`src/rtl/ibc_pkg.sv`:
```
package ibc_pkg;
    typedef enum logic [1:0] {
        ST_FULL = 2'd0,
        ST_W6   = 2'd1,
        ST_W4   = 2'd2
    } ibc_mode_e;

    typedef struct packed {
        logic en4;
        logic dis4;
        logic en6;
        logic dis6;
    } ibc_trig_t;
endpackage

```
`src/rtl/ibc_cond.sv`:
```
module ibc_cond #(
    parameter int IPC_W = 4
) (
    input  logic [IPC_W-1:0] issue_ipc,
    input  logic [IPC_W-1:0] fp_ipc,
    input  logic [IPC_W-1:0] t4_in_issue,
    input  logic [IPC_W-1:0] t4_in_fp,
    input  logic [IPC_W-1:0] t4_out_issue,
    input  logic [IPC_W-1:0] t4_out_fp,
    input  logic [IPC_W-1:0] t6_in_issue,
    input  logic [IPC_W-1:0] t6_in_fp,
    input  logic [IPC_W-1:0] t6_out_issue,
    input  logic [IPC_W-1:0] t6_out_fp,
    output ibc_pkg::ibc_trig_t trig
);
    always_comb begin
        trig.en4  = (issue_ipc < t4_in_issue) && (fp_ipc < t4_in_fp);
        trig.dis4 = (issue_ipc > t4_out_issue) || (fp_ipc > t4_out_fp);
        trig.en6  = (issue_ipc < t6_in_issue) && (fp_ipc < t6_in_fp);
        trig.dis6 = (issue_ipc > t6_out_issue) || (fp_ipc > t6_out_fp);
    end
endmodule

```
`src/rtl/ibc_fsm.sv`:
```
module ibc_fsm (
    input  logic               clk,
    input  logic               rst_n,
    input  logic               win_end,
    input  ibc_pkg::ibc_trig_t trig,
    output ibc_pkg::ibc_mode_e state
);
    import ibc_pkg::*;

    ibc_mode_e state_q, state_d;
    logic      hist_q, hist_d;

    // Next-state selection; the history bit remembers the last boundary's 4-wide test
    always_comb begin
        state_d = state_q;
        hist_d  = hist_q;
        if (win_end) begin
            unique case (state_q)
                ST_FULL: begin
                    if (trig.en4 && hist_q)  state_d = ST_W4;   // FULL_TO_W4
                    else if (trig.en6)       state_d = ST_W6;   // FULL_TO_W6
                end
                ST_W6: begin
                    if (trig.dis6)                state_d = ST_FULL; // W6_TO_FULL
                    else if (trig.en4 && hist_q)  state_d = ST_W4;   // W6_TO_W4
                end
                ST_W4: begin
                    if (trig.dis4) state_d = ST_FULL;               // W4_TO_FULL
                end
                default: state_d = ST_FULL;
            endcase
            hist_d = trig.en4 && (state_d != ST_W4);
        end
    end

    always_ff @(posedge clk or negedge rst_n) begin
        if (!rst_n) begin
            state_q <= ST_FULL;
            hist_q  <= 1'b0;
        end else begin
            state_q <= state_d;
            hist_q  <= hist_d;
        end
    end

    assign state = state_q;
endmodule

```
`src/rtl/ibc_decode.sv`:
```
module ibc_decode #(
    parameter int NUM_INT = 4,
    parameter int NUM_FP  = 4,
    parameter int FP_OFF6 = 2,
    parameter int W_FULL  = 8,
    parameter int W_SIX   = 6,
    parameter int W_FOUR  = 4,
    localparam int WW     = $clog2(W_FULL + 1)
) (
    input  ibc_pkg::ibc_mode_e state,
    output logic [1:0]         mode_o,
    output logic [WW-1:0]      width_o,
    output logic [NUM_INT-1:0] int_en_o,
    output logic [NUM_FP-1:0]  fp_en_o
);
    import ibc_pkg::*;

    localparam int FP_KEEP6 = NUM_FP - FP_OFF6;
    localparam int INT_HALF = NUM_INT / 2;
    localparam int FP_HALF  = NUM_FP / 2;

    always_comb begin
        mode_o = state;
        unique case (state)
            ST_W6:   width_o = WW'(W_SIX);
            ST_W4:   width_o = WW'(W_FOUR);
            default: width_o = WW'(W_FULL);
        endcase
    end

    for (genvar i = 0; i < NUM_INT; i++) begin : g_int
        assign int_en_o[i] = (state != ST_W4) || (i < INT_HALF);
    end

    for (genvar j = 0; j < NUM_FP; j++) begin : g_fp
        assign fp_en_o[j] = (state == ST_FULL)
                          || ((state == ST_W6) && (j < FP_KEEP6))
                          || ((state == ST_W4) && (j < FP_HALF));
    end
endmodule

```
`src/rtl/issue_balance_ctrl.sv`:
```
module issue_balance_ctrl #(
    parameter int IPC_W   = 4,
    parameter int NUM_INT = 4,
    parameter int NUM_FP  = 4,
    parameter int FP_OFF6 = 2,
    parameter int W_FULL  = 8,
    parameter int W_SIX   = 6,
    parameter int W_FOUR  = 4,
    localparam int WW     = $clog2(W_FULL + 1)
) (
    input  logic               clk,
    input  logic               rst_n,
    input  logic               win_end,
    input  logic [IPC_W-1:0]   issue_ipc,
    input  logic [IPC_W-1:0]   fp_ipc,
    input  logic [IPC_W-1:0]   t4_in_issue,
    input  logic [IPC_W-1:0]   t4_in_fp,
    input  logic [IPC_W-1:0]   t4_out_issue,
    input  logic [IPC_W-1:0]   t4_out_fp,
    input  logic [IPC_W-1:0]   t6_in_issue,
    input  logic [IPC_W-1:0]   t6_in_fp,
    input  logic [IPC_W-1:0]   t6_out_issue,
    input  logic [IPC_W-1:0]   t6_out_fp,
    output logic [1:0]         mode_o,
    output logic [WW-1:0]      width_o,
    output logic [NUM_INT-1:0] int_en_o,
    output logic [NUM_FP-1:0]  fp_en_o
);
    ibc_pkg::ibc_trig_t trig;
    ibc_pkg::ibc_mode_e state;

    ibc_cond #(.IPC_W(IPC_W)) u_cond (
        .issue_ipc(issue_ipc), .fp_ipc(fp_ipc),
        .t4_in_issue(t4_in_issue), .t4_in_fp(t4_in_fp),
        .t4_out_issue(t4_out_issue), .t4_out_fp(t4_out_fp),
        .t6_in_issue(t6_in_issue), .t6_in_fp(t6_in_fp),
        .t6_out_issue(t6_out_issue), .t6_out_fp(t6_out_fp),
        .trig(trig)
    );

    ibc_fsm u_fsm (
        .clk(clk), .rst_n(rst_n), .win_end(win_end),
        .trig(trig), .state(state)
    );

    ibc_decode #(
        .NUM_INT(NUM_INT), .NUM_FP(NUM_FP), .FP_OFF6(FP_OFF6),
        .W_FULL(W_FULL), .W_SIX(W_SIX), .W_FOUR(W_FOUR)
    ) u_dec (
        .state(state), .mode_o(mode_o), .width_o(width_o),
        .int_en_o(int_en_o), .fp_en_o(fp_en_o)
    );
endmodule

```
`config.mk`:
```
export PLATFORM = sky130hd
export DESIGN_NAME = issue_balance_ctrl
export DESIGN_NICKNAME = d
export VERILOG_FILES = /design/src/rtl/ibc_pkg.sv /design/src/rtl/ibc_cond.sv /design/src/rtl/ibc_fsm.sv /design/src/rtl/ibc_decode.sv /design/src/rtl/issue_balance_ctrl.sv
export SDC_FILE = /design/constraint.sdc
export NUM_CORES = 1
export LEC_CHECK = 0
export BUFFER_PORTS_ARGS = -buffer_cell sky130_fd_sc_hd__buf_4
export CAP_MARGIN = 15
export CORE_UTILIZATION = 48
export DETAILED_ROUTE_END_ITERATION = 8
export GPL_TIMING_DRIVEN = 0
export PLACE_DENSITY = 0.9
export SYNTH_ARGS = -nofsm -noshare
export SYNTH_HDL_FRONTEND = slang
export SYNTH_HIERARCHICAL = 1
export SYNTH_SLANG_ARGS = --single-unit
```
`constraint.sdc`:
```
create_clock -name clk -period 2.55 [get_ports clk]
set_input_delay 0.1275 -clock clk [delete_from_list [all_inputs] [get_ports clk]]
set_output_delay 0.1275 -clock clk [all_outputs]
set_load 0.02 [all_outputs]
```
==> results of run 1 <==
==> synth_stat cells, drive strengths merged <==
cell type / instances
a211oi: 2
o21ai: 9
inv: 37
ha: 32
a21o: 2
buf: 8
a2111oi: 2
a21oi: 10
and3: 1
nor3: 1
conb: 2
o311ai: 1
o22ai: 3
nand4: 5
nand2b: 4
nand2: 9
a22o: 2
dfrtp: 3
==> cell type report <==
| cell class | count | area (um^2) |
|---|---|---|
| multi-input cells | 86 | 723 |
| fillers | 167 | 497 |
| repair buffers | 54 | 408 |
| inverters | 37 | 139 |
| flip-flops and latches | 3 | 75.1 |
| plain buffers | 8 | 60.1 |
| well taps | 27 | 33.8 |
| clock buffers | 4 | 26.3 |
==> worst reg2reg max path, cell delays in order, from the launching register on <==
cell and delay (ps):
dfrtp_1 480, inv_2 70, o311ai_1 320, o22ai_1 120
==> per-layer routing <==
metal  routed length, um  vias up  GRT usage, %
met5                   0        -             0
met4                  38        0          9.14
met3                 129        6          4.15
met2                1200       42          42.7
met1                 966      453          25.6
li1                    -      554             -
==> power by group through the flow <==
stage,logic [uW],registers [uW],clock network (uW)
floorplan,249,76.5,0
global placement,389,80.8,0
detailed placement,406,84.0,0
CTS,408,83.3,88.1
global route,457,85.5,91.1
finish,406,83.3,83.7
==> how the worst min path moves through the flow <==
stage | cells past startpoint | end | from | slack, ps
after CTS | 2 | u_fsm/hist_q | win_end | 120
after global placement | 1 | u_fsm/state[0] | rst_n | -80
final | 2 | u_fsm/hist_q | win_end | 140
after detailed placement | 1 | u_fsm/state[1] | rst_n | -80
after global routing | 2 | u_fsm/hist_q | win_end | 150
after floorplan | 0 | u_fsm/hist_q | rst_n | -170
==> repair_timing <==
item	4_1_cts	5_1_grt
setup buffers	0	0
endpoints found under the hold margin	3	0
hold buffers	1	0
==> logic make-up (layout without fill, tap and decap cells) <==
kind of cell	after synthesis	in the layout	synth area share (%)
buffers and inverters	45	103	20.0
adders and majority gates	32	32	40.3
and+or+nand+nor	20	20	10.2
AOI/OAI and AO/OA	31	31	21.2
other	2	3	0.756
DFF	3	3	7.56
==> stage by stage <==
step	utilization (%)	power, uW	cell area [um^2]
after floorplan	-	325	997
after global placement	72.8	470	1430
after detailed placement	72.8	490	1430
after CTS	74.7	580	1470
after global routing	74.7	634	1470
final	74.7	573	1470
==> state kept, by name (all words and copies together), names as in the netlist <==
| signal | flops |
|---|---|
| u_fsm/hist_q | 1 |
| u_fsm/state | 2 |
==> results.tsv, run 1 <==
stage	metric	value	unit
drt	drt pass-1 iters	4	
timing	setup tns final	0	ps
timing	final hold violation count	0	
setup_path	Startpoint Class	primary input	
floorplanning	Die X	47.5	um
placed_design	placed cell count	214	
power_and_ir_drop	clock share of power	14.6	%
cts	Max Root-Sink Buffers	2	
setup_path	crit path max-delay cell type	a2111oi_2	
timing	crit share post-route	64.1	%
power_and_ir_drop	Max IR drop VDD	0.000261	V
setup_path	crit path capture	u_fsm/state[0]	
setup_path	origin of the worst setup path	fp_ipc[1]	
setup_path	reg-to-reg startpoint	u_fsm/state[1]	
timing	Max Transition Viols Final	0	
cells_and_area	n_diodes	0	
cells_and_area	Area Growth Syn to Fin	47.5	%
run	max_cap viols	0	
floorplanning	core area	1960	um^2
logic_synthesis	Synth warnings	6	
timing	Fmax	611	MHz
cts	clock-pin slew on the worst setup and hold paths	40	ps
cts	Sink Count	3	
power_and_ir_drop	P_sw	248	uW
global_routing	first-pass GRT wire length	3.74	mm
placed_design	I/O Buffers	53	
setup_path	cell depth of the worst flop-to-flop path	3	
timing	RSZ-0062 raised after global routing	false	
floorplanning	Initial Util	50.6	%
status	status	complete, no violations	
setup_path	critical path depth in cells	8	
drt	via count	1055	
drt	routed wire length	2.34	mm
drt	via/cell ratio	4.82	
power_and_ir_drop	Net Sw Frac	43.4	%
timing	worst setup margin	914	ps
timing	Worst Skew	1.54	ps
logic_synthesis	synth top area cells	ha_1, inv_1, dfrtp_1, buf_4, a21oi_1	
logic_synthesis	Synth Area per Inst	7.47	um^2
setup_path	cell family with most CP delay	compound AO/OA/AOI/OAI gates	
cts	clock root buffer	clkbuf_4	
power_and_ir_drop	Combinational Power Share	70.8	%
global_routing	number of global-route vias before repair	1000	
timing	Final setup viols	0	
setup_path	critical path type	primary input to register	
global_routing	Global Route Usage Sum	23.0	%
setup_path	Arrival @ worst endpoint	1750	ps
floorplanning	row count	16	
cts	CTS tree	yes	
setup_path	CP dominant cell by count	a21o_1	
power_and_ir_drop	LEAKAGE	0.000873	uW
logic_synthesis	Mapped Area	993	um^2
drt	antenna-violating nets left	0	
floorplanning	Die ar.	2260	um^2
logic_synthesis	Synth top area share	40.3	%
cells_and_area	layout cell share with drive strength beyond 1	35.9	%
drt	DR WL/cell	10.7	um
placed_design	DP Worst Slack	662	ps
cells_and_area	leading cell type in the layout, fill and taps excluded	buf_4	
cells_and_area	most frequent cells in the layout	buf_4, inv_1, ha_1	
drt	initial DRC count	22	
logic_synthesis	cells after synthesis	133	
setup_path	CP Cell Sequence	buf_4 > ha_1 > a211oi_2 > o22ai_1 > a2111oi_2 > a21o_1 > o21ai_0 > a21o_1	
logic_synthesis	Seq/Total Area, Yosys	7.56	%
cts	Clk Latency, worst-skew pair	230	ps
timing	Hold WS	137	ps
cts	post_cts resized	0	
floorplanning	die height	47.5	um
floorplanning	io pins	57	
placed_design	Final Wtd Congestion	0.826	
placed_design	dpl hpwl	2.13	mm
timing	Tmin final	1640	ps
global_routing	antenna violations before repair	0	
cts	H-tree levels	1	
power_and_ir_drop	Pwr Density	391	nW/um^2
global_routing	pin count of the biggest net entering global routing	10	
cells_and_area	Final #Nets	268	
setup_path	Crit Path Max Fanout	4	
setup_path	CP Capture Type	register	
power_and_ir_drop	Pint	324	uW
setup_path	WP buf/inv	1	
logic_synthesis	Cell variety after synth	20	
logic_synthesis	largest area contributor in the netlist	ha_1	
global_routing	total gr overflow	0	
cells_and_area	final cell count without fillers	219	
setup_path	Required @ worst endpoint	2670	ps
logic_synthesis	#FFs+latches synth	3	
cts	CTS Buf Count	3	
setup_path	r2r setup slk	1430	ps
drt	Residual DRC	0	
setup_path	reg2reg end	u_fsm/hist_q	
setup_path	slowest stage delay, CP	420	ps
min_path	worst hold path type	primary input to register	
power_and_ir_drop	sequential fraction of design power	14.5	%
No activity file was read; power rests on OpenSTA's default activity.
==> inputs of run 2 (changes only) <==
--- a/config.mk
+++ b/config.mk
@@ -5,12 +5,13 @@
 export SDC_FILE = /design/constraint.sdc
 export NUM_CORES = 1
 export LEC_CHECK = 0
+export ABC_AREA = 1
 export BUFFER_PORTS_ARGS = -buffer_cell sky130_fd_sc_hd__buf_4
 export CAP_MARGIN = 15
-export CORE_UTILIZATION = 48
+export CORE_UTILIZATION = 41
 export DETAILED_ROUTE_END_ITERATION = 8
 export GPL_TIMING_DRIVEN = 0
-export PLACE_DENSITY = 0.9
+export PLACE_DENSITY = 0.81
 export SYNTH_ARGS = -nofsm -noshare
 export SYNTH_HDL_FRONTEND = slang
 export SYNTH_HIERARCHICAL = 1
==> constraint.sdc (replaced) <==
create_clock -name clk -period 1.5 [get_ports clk]
set_input_delay 0.075 -clock clk [delete_from_list [all_inputs] [get_ports clk]]
set_output_delay 0.075 -clock clk [all_outputs]
set_load 0.02 [all_outputs]
==> run 2 against run 1 <==
Against the previous run:
- area after synthesis increased by 10%
- via count increased by 10%
- routed wire length decreased by 7.7%
- hold slack got worse by 44 ps
- clock power increased by 77%
- global-route usage decreased by 6.6 points
- worst setup slack got worse by 830 ps
- sequential cell count unchanged
==> results.tsv, run 2 <==
stage	metric	value	unit
drt	initial DRC count	2	
logic_synthesis	Synth Flop Type	dfrtp_1	
cts	clock-pin slew on the worst setup and hold paths	40	ps
logic_synthesis	Cell variety after synth	15	
logic_synthesis	top post-synthesis cells by count	nand2_1, inv_1, ha_1	
min_path	worst hold path type	primary input to register	
floorplanning	row count	18	
cts	Clk Latency, worst-skew pair	240	ps
timing	Final setup viols	0	
cts	clock root buffer	clkbuf_4	
cells_and_area	max reg flops	2	
drt	DR WL/cell	7.95	um
drt	Residual DRC	0	
cells_and_area	multi-input logic area	769	um^2
logic_synthesis	Mapped Area	1100	um^2
cells_and_area	layout cell share with drive strength beyond 1	33.2	%
logic_synthesis	asr flop ratio synth	100	%
floorplanning	die height	53.7	um
timing	Worst Skew	8.35	ps
logic_synthesis	#FFs+latches synth	3	
floorplanning	Die ar.	2880	um^2
global_routing	pin count of the biggest net entering global routing	10	
logic_synthesis	synth top area cells	ha_1, nand2_1, inv_1, dfrtp_1, buf_4	
global_routing	antenna violations before repair	0	
logic_synthesis	most common cell in the netlist	nand2_1	
global_routing	Global Route Usage Sum	16.4	%
logic_synthesis	Synth Area per Inst	6.02	um^2
cts	post-CTS setup buffers	0	
global_routing	total gr overflow	0	
drt	via/cell ratio	4.28	
run	max_cap viols	0	
placed_design	dpl hpwl	1.90	mm
power_and_ir_drop	Pwr Density	587	nW/um^2
power_and_ir_drop	LEAKAGE	0.00105	uW
drt	via count	1161	
cells_and_area	Fill cells	242	
cells_and_area	most frequent cells in the layout	buf_4, nand2_1, inv_1	
cells_and_area	Reg area	76.3	um^2
cts	Max Root-Sink Buffers	2	
logic_synthesis	Synth top area share	36.5	%
timing	Fmax	706	MHz
timing	setup tns final	0	ps
timing	RSZ-0062 raised after global routing	false	
timing	Tmin final	1420	ps
timing	Max Transition Viols Final	0	
cells_and_area	post-route cell area	1570	um^2
global_routing	first-pass GRT wire length	3.55	mm
placed_design	Final Wtd Congestion	0.828	
placed_design	Cell Area, Placed	1540	um^2
floorplanning	io pins	57	
setup_path	CP Capture Type	primary output	
floorplanning	Die X	53.7	um
drt	antenna-violating nets left	0	
setup_path	Crit Path Max Fanout	9	
status	status	complete, no violations	
floorplanning	Initial Util	43.8	%
logic_synthesis	Seq/Total Area, Yosys	6.85	%
cells_and_area	n_diodes	0	
drt	routed wire length	2.16	mm
placed_design	I/O Buffers	53	
setup_path	critical path type	register to primary output	
cts	Sink Count	3	
logic_synthesis	largest area contributor in the netlist	ha_1	
cts	CTS tree	yes	
floorplanning	core area	2500	um^2
cells_and_area	Area Growth Syn to Fin	43.5	%
setup_path	Startpoint Class	register	
power_and_ir_drop	Max IR drop VDD	0.000672	V
setup_path	Required @ worst endpoint	1420	ps
cells_and_area	Final #Nets	317	
logic_synthesis	EDFF count, synth	0	
logic_synthesis	Synth warnings	6	
setup_path	Arrival @ worst endpoint	1340	ps
cts	H-tree levels	1	
global_routing	number of global-route vias before repair	975	
logic_synthesis	cells after synthesis	182	
timing	crit share post-route	94.4	%
drt	drt pass-1 iters	4	
cts	CTS Buf Count	3	
timing	final hold violation count	0	
-- run 2: cell count changes after synthesis, sizes merged, moves of 2 or more --
cell,change
o21ai,-9
a21oi,-3
a22o,-2
a21o,-2
a211oi,-2
inv,+15
nor2,+7
o22ai,-3
a2111oi,-2
nand2b,-4
nand4,-4
nand3,+6
nand2,+52
-- run 2: cell families after synthesis --
group	share of synthesized area (%)
AO/OA/AOI/OAI	3.88
adder cells (fa/ha/maj)	36.5
buffers and inverters	23.3
flip-flops	6.85
other	0.685
AND/OR/NAND/NOR	28.8
-- run 2: worst paths after layout --
path | from | endpoint | slack, ps | cells past startpoint
setup reg to reg | u_fsm/state[1] | u_fsm/hist_q | 390 | 6
min in group asynchronous | rst_n | u_fsm/hist_q | 180 | 2
hold reg to reg | u_fsm/hist_q | u_fsm/hist_q | 490 | 2
max in group asynchronous | rst_n | u_fsm/state[0] | 1210 | 2
hold / removal | win_end | u_fsm/state[1] | 90 | 3
setup / recovery | u_fsm/state[1] | width_o[3] | 80 | 4
-- run 2: repair_timing --
item / CTS / global route
hold endpoints to repair: 3 / 0
resized for setup: 0 / 1
setup endpoints to repair: 0 / 1
hold buffers: 1 / 0
-- run 2: per-stage QoR --
stage / cells / util, % / power (uW) / hold slack [ps] / worst slack [ps]
final: 271 / 62.9 / 922 / 93.1 / 83.6
after global routing: 271 / 62.9 / 1020 / 115 / 22.6
after CTS: 271 / 62.9 / 934 / 86.7 / 76.4
after detailed placement: 266 / 61.4 / 777 / -135 / 89.3
after global placement: 266 / 61.4 / 762 / -136 / 87.5
after floorplan: 183 / - / 529 / -221 / 322
-- run 2: report_power, final --
part	switching, uW	internal [uW]	total (uW)
Clock	48.0	100	148
Combinational	325	318	643
Sequential	32.0	99.1	131
-- run 2: final cells by class --
cell class              instances  share of cell area, %
flip-flops and latches          3                   4.85
plain buffers                   8                   3.82
well taps                      30                   2.39
inverters                      52                   12.4
clock buffers                   4                   1.67
repair buffers                 54                   25.9
multi-input cells             120                   48.9
-- run 2: per-layer routing --
layer | share of wire [%] | global-route usage (%) | vias to the layer above
li1 | - | - | 646
met1 | 46 | 18.7 | 473
met2 | 46 | 31.1 | 40
met3 | 7.1 | 1.98 | 2
met4 | 0.79 | 4.82 | 0
met5 | 0 | 0 | -
-- run 2: critical path: stages, from the launching register on --
cell     delay (ps)
dfrtp_1         500
inv_1           110
ha_1            300
inv_1            40
buf_4           140
==> inputs of run 3 (changes only) <==
--- a/config.mk
+++ b/config.mk
@@ -8,10 +8,10 @@
 export ABC_AREA = 1
 export BUFFER_PORTS_ARGS = -buffer_cell sky130_fd_sc_hd__buf_4
 export CAP_MARGIN = 15
-export CORE_UTILIZATION = 41
+export CORE_UTILIZATION = 40
 export DETAILED_ROUTE_END_ITERATION = 8
-export GPL_TIMING_DRIVEN = 0
-export PLACE_DENSITY = 0.81
+export MAX_ROUTING_LAYER = met4
+export PLACE_DENSITY = 0.79
 export SYNTH_ARGS = -nofsm -noshare
 export SYNTH_HDL_FRONTEND = slang
 export SYNTH_HIERARCHICAL = 1
==> run 3 against run 2 <==
Against the previous run:
- power fell by 5.4%
- maximum frequency rose by 6.9%
- cell count fell by 3.0%
- critical path type unchanged
- critical endpoint unchanged
- largest power group unchanged
==> results.tsv, run 3 (synthesized netlist as in run 2, its figures left out) <==
stage	metric	value	unit
floorplanning	die height	54.3	um
global_routing	number of global-route vias before repair	1010	
drt	drt pass-1 iters	4	
timing	Max Transition Viols Final	0	
placed_design	I/O Buffers	53	
floorplanning	row count	18	
power_and_ir_drop	Max IR drop VDD	0.000802	V
power_and_ir_drop	Pwr Density	577	nW/um^2
setup_path	cell family with most CP delay	flip-flops	
timing	final hold violation count	0	
timing	setup tns final	0	ps
global_routing	antenna violations before repair	0	
setup_path	critical path type	register to primary output	
global_routing	total gr overflow	0	
power_and_ir_drop	LEAKAGE	0.00101	uW
timing	RSZ-0062 raised after global routing	false	
cells_and_area	leading cell type in the layout, fill and taps excluded	nand2_1	
cells_and_area	n_diodes	0	
cts	clock root buffer	clkbuf_4	
timing	Tmin final	1330	ps
status	status	complete, no violations	
setup_path	crit path max-delay cell type	dfrtp_2	
cells_and_area	final core utilization	60.0	%
floorplanning	core area	2520	um^2
min_path	worst hold path type	primary input to register	
drt	DR WL/cell	8.37	um
floorplanning	Die X	54.3	um
cells_and_area	Reg area	77.6	um^2
cells_and_area	Area Growth Syn to Fin	38.1	%
cts	Sink Count	3	
setup_path	slowest stage delay, CP	450	ps
cells_and_area	Final #Nets	309	
drt	via count	1156	
setup_path	CP Cell Sequence	inv_1 > ha_1 > inv_1 > buf_4	
cts	Clk Latency, worst-skew pair	230	ps
setup_path	Arrival @ worst endpoint	1250	ps
drt	antenna-violating nets left	0	
cts	Max Root-Sink Buffers	2	
timing	crit share post-route	88.3	%
drt	via/cell ratio	4.40	
setup_path	Startpoint Class	register	
drt	routed wire length	2.20	mm
global_routing	pin count of the biggest net entering global routing	10	
timing	Fmax	755	MHz
cts	H-tree levels	1	
cells_and_area	most frequent cells in the layout	nand2_1, buf_4, inv_1	
timing	Final setup viols	0	
cts	clock-pin slew on the worst setup and hold paths	30	ps
setup_path	WP buf/inv	3	
cells_and_area	layout cell share with drive strength beyond 1	31.3	%
timing	Worst Skew	1.32	ps
setup_path	CP dominant cell by count	inv_1	
global_routing	Global Route Usage Sum	16.7	%
drt	Residual DRC	0	
cts	post-CTS setup buffers	0	
floorplanning	Initial Util	43.5	%
placed_design	Final Wtd Congestion	0.769	
placed_design	dpl hpwl	2.02	mm
run	max_cap viols	0	
setup_path	CP Capture Type	primary output	
setup_path	Crit Path Max Fanout	9	
setup_path	Required @ worst endpoint	1420	ps
floorplanning	Die ar.	2950	um^2
global_routing	first-pass GRT wire length	3.60	mm
setup_path	r2r setup slk	450	ps
cells_and_area	Fill cells	260	
floorplanning	io pins	57	
cts	CTS tree	yes	
cells_and_area	multi-input logic area	769	um^2
cts	CTS Buf Count	3	
drt	initial DRC count	11	
cells_and_area	max reg flops	2	
## run 3: changes by cell type in the layout (fill, tap and decap cells not counted)
cell | before | now
dfrtp_1 | 2 | 1
buf_4 | 61 | 53
dfrtp_2 | 1 | 2
## run 3: routing by layer
layer  GRT usage, %  wire [um]  vias up
met1           18.5        962      478
met5              -          0        -
met2           32.5       1070       44
met3           1.39        166        0
li1               -          -      634
met4           2.56          0        0
## run 3: timing repair
item / in CTS / in global routing
setup endpoints to repair: 0 / 1
gates resized for setup: 0 / 2
endpoints found under the hold margin: 3 / 0
hold buffers: 1 / 0
## run 3: path summary, 6_finish.rpt
| check | cells past startpoint | to | startpoint |
|---|---|---|---|
| setup / recovery | 4 | width_o[3] | u_fsm/state[1] |
| hold / removal | 3 | u_fsm/state[1] | win_end |
| setup reg to reg | 6 | u_fsm/hist_q | u_fsm/state[1] |
| hold reg to reg | 2 | u_fsm/hist_q | u_fsm/hist_q |
| max in group asynchronous | 2 | u_fsm/state[1] | rst_n |
| min in group asynchronous | 2 | u_fsm/state[0] | rst_n |
## run 3: worst min-delay path: stages
cell and delay [ps]:
buf_4 100, nand3_1 80, nand2_1 60
## run 3: report_power, final
group / switching (uW) / internal (uW)
logic: 318 / 283
registers: 33.4 / 100
clock network: 38.0 / 99.4
total: 390 / 483
## run 3: through the flow
stage,hold slack [ps],worst slack [ps],area (um^2),total power (uW),std cells
after floorplan,-221,322,1100,529,183
after global placement,-135,119,1480,723,258
after detailed placement,-136,99.5,1480,737,258
after CTS,121,66.0,1510,882,263
after global routing,125,99.9,1510,975,263
final,121,175,1510,873,263
## run 3: final cells by class
type	count	area share, %
multi-input combinational	120	50.8
tap	30	2.48
timing repair buffer	54	26.9
clock buffer	4	1.74
inverter	52	12.9
sequential	3	5.12
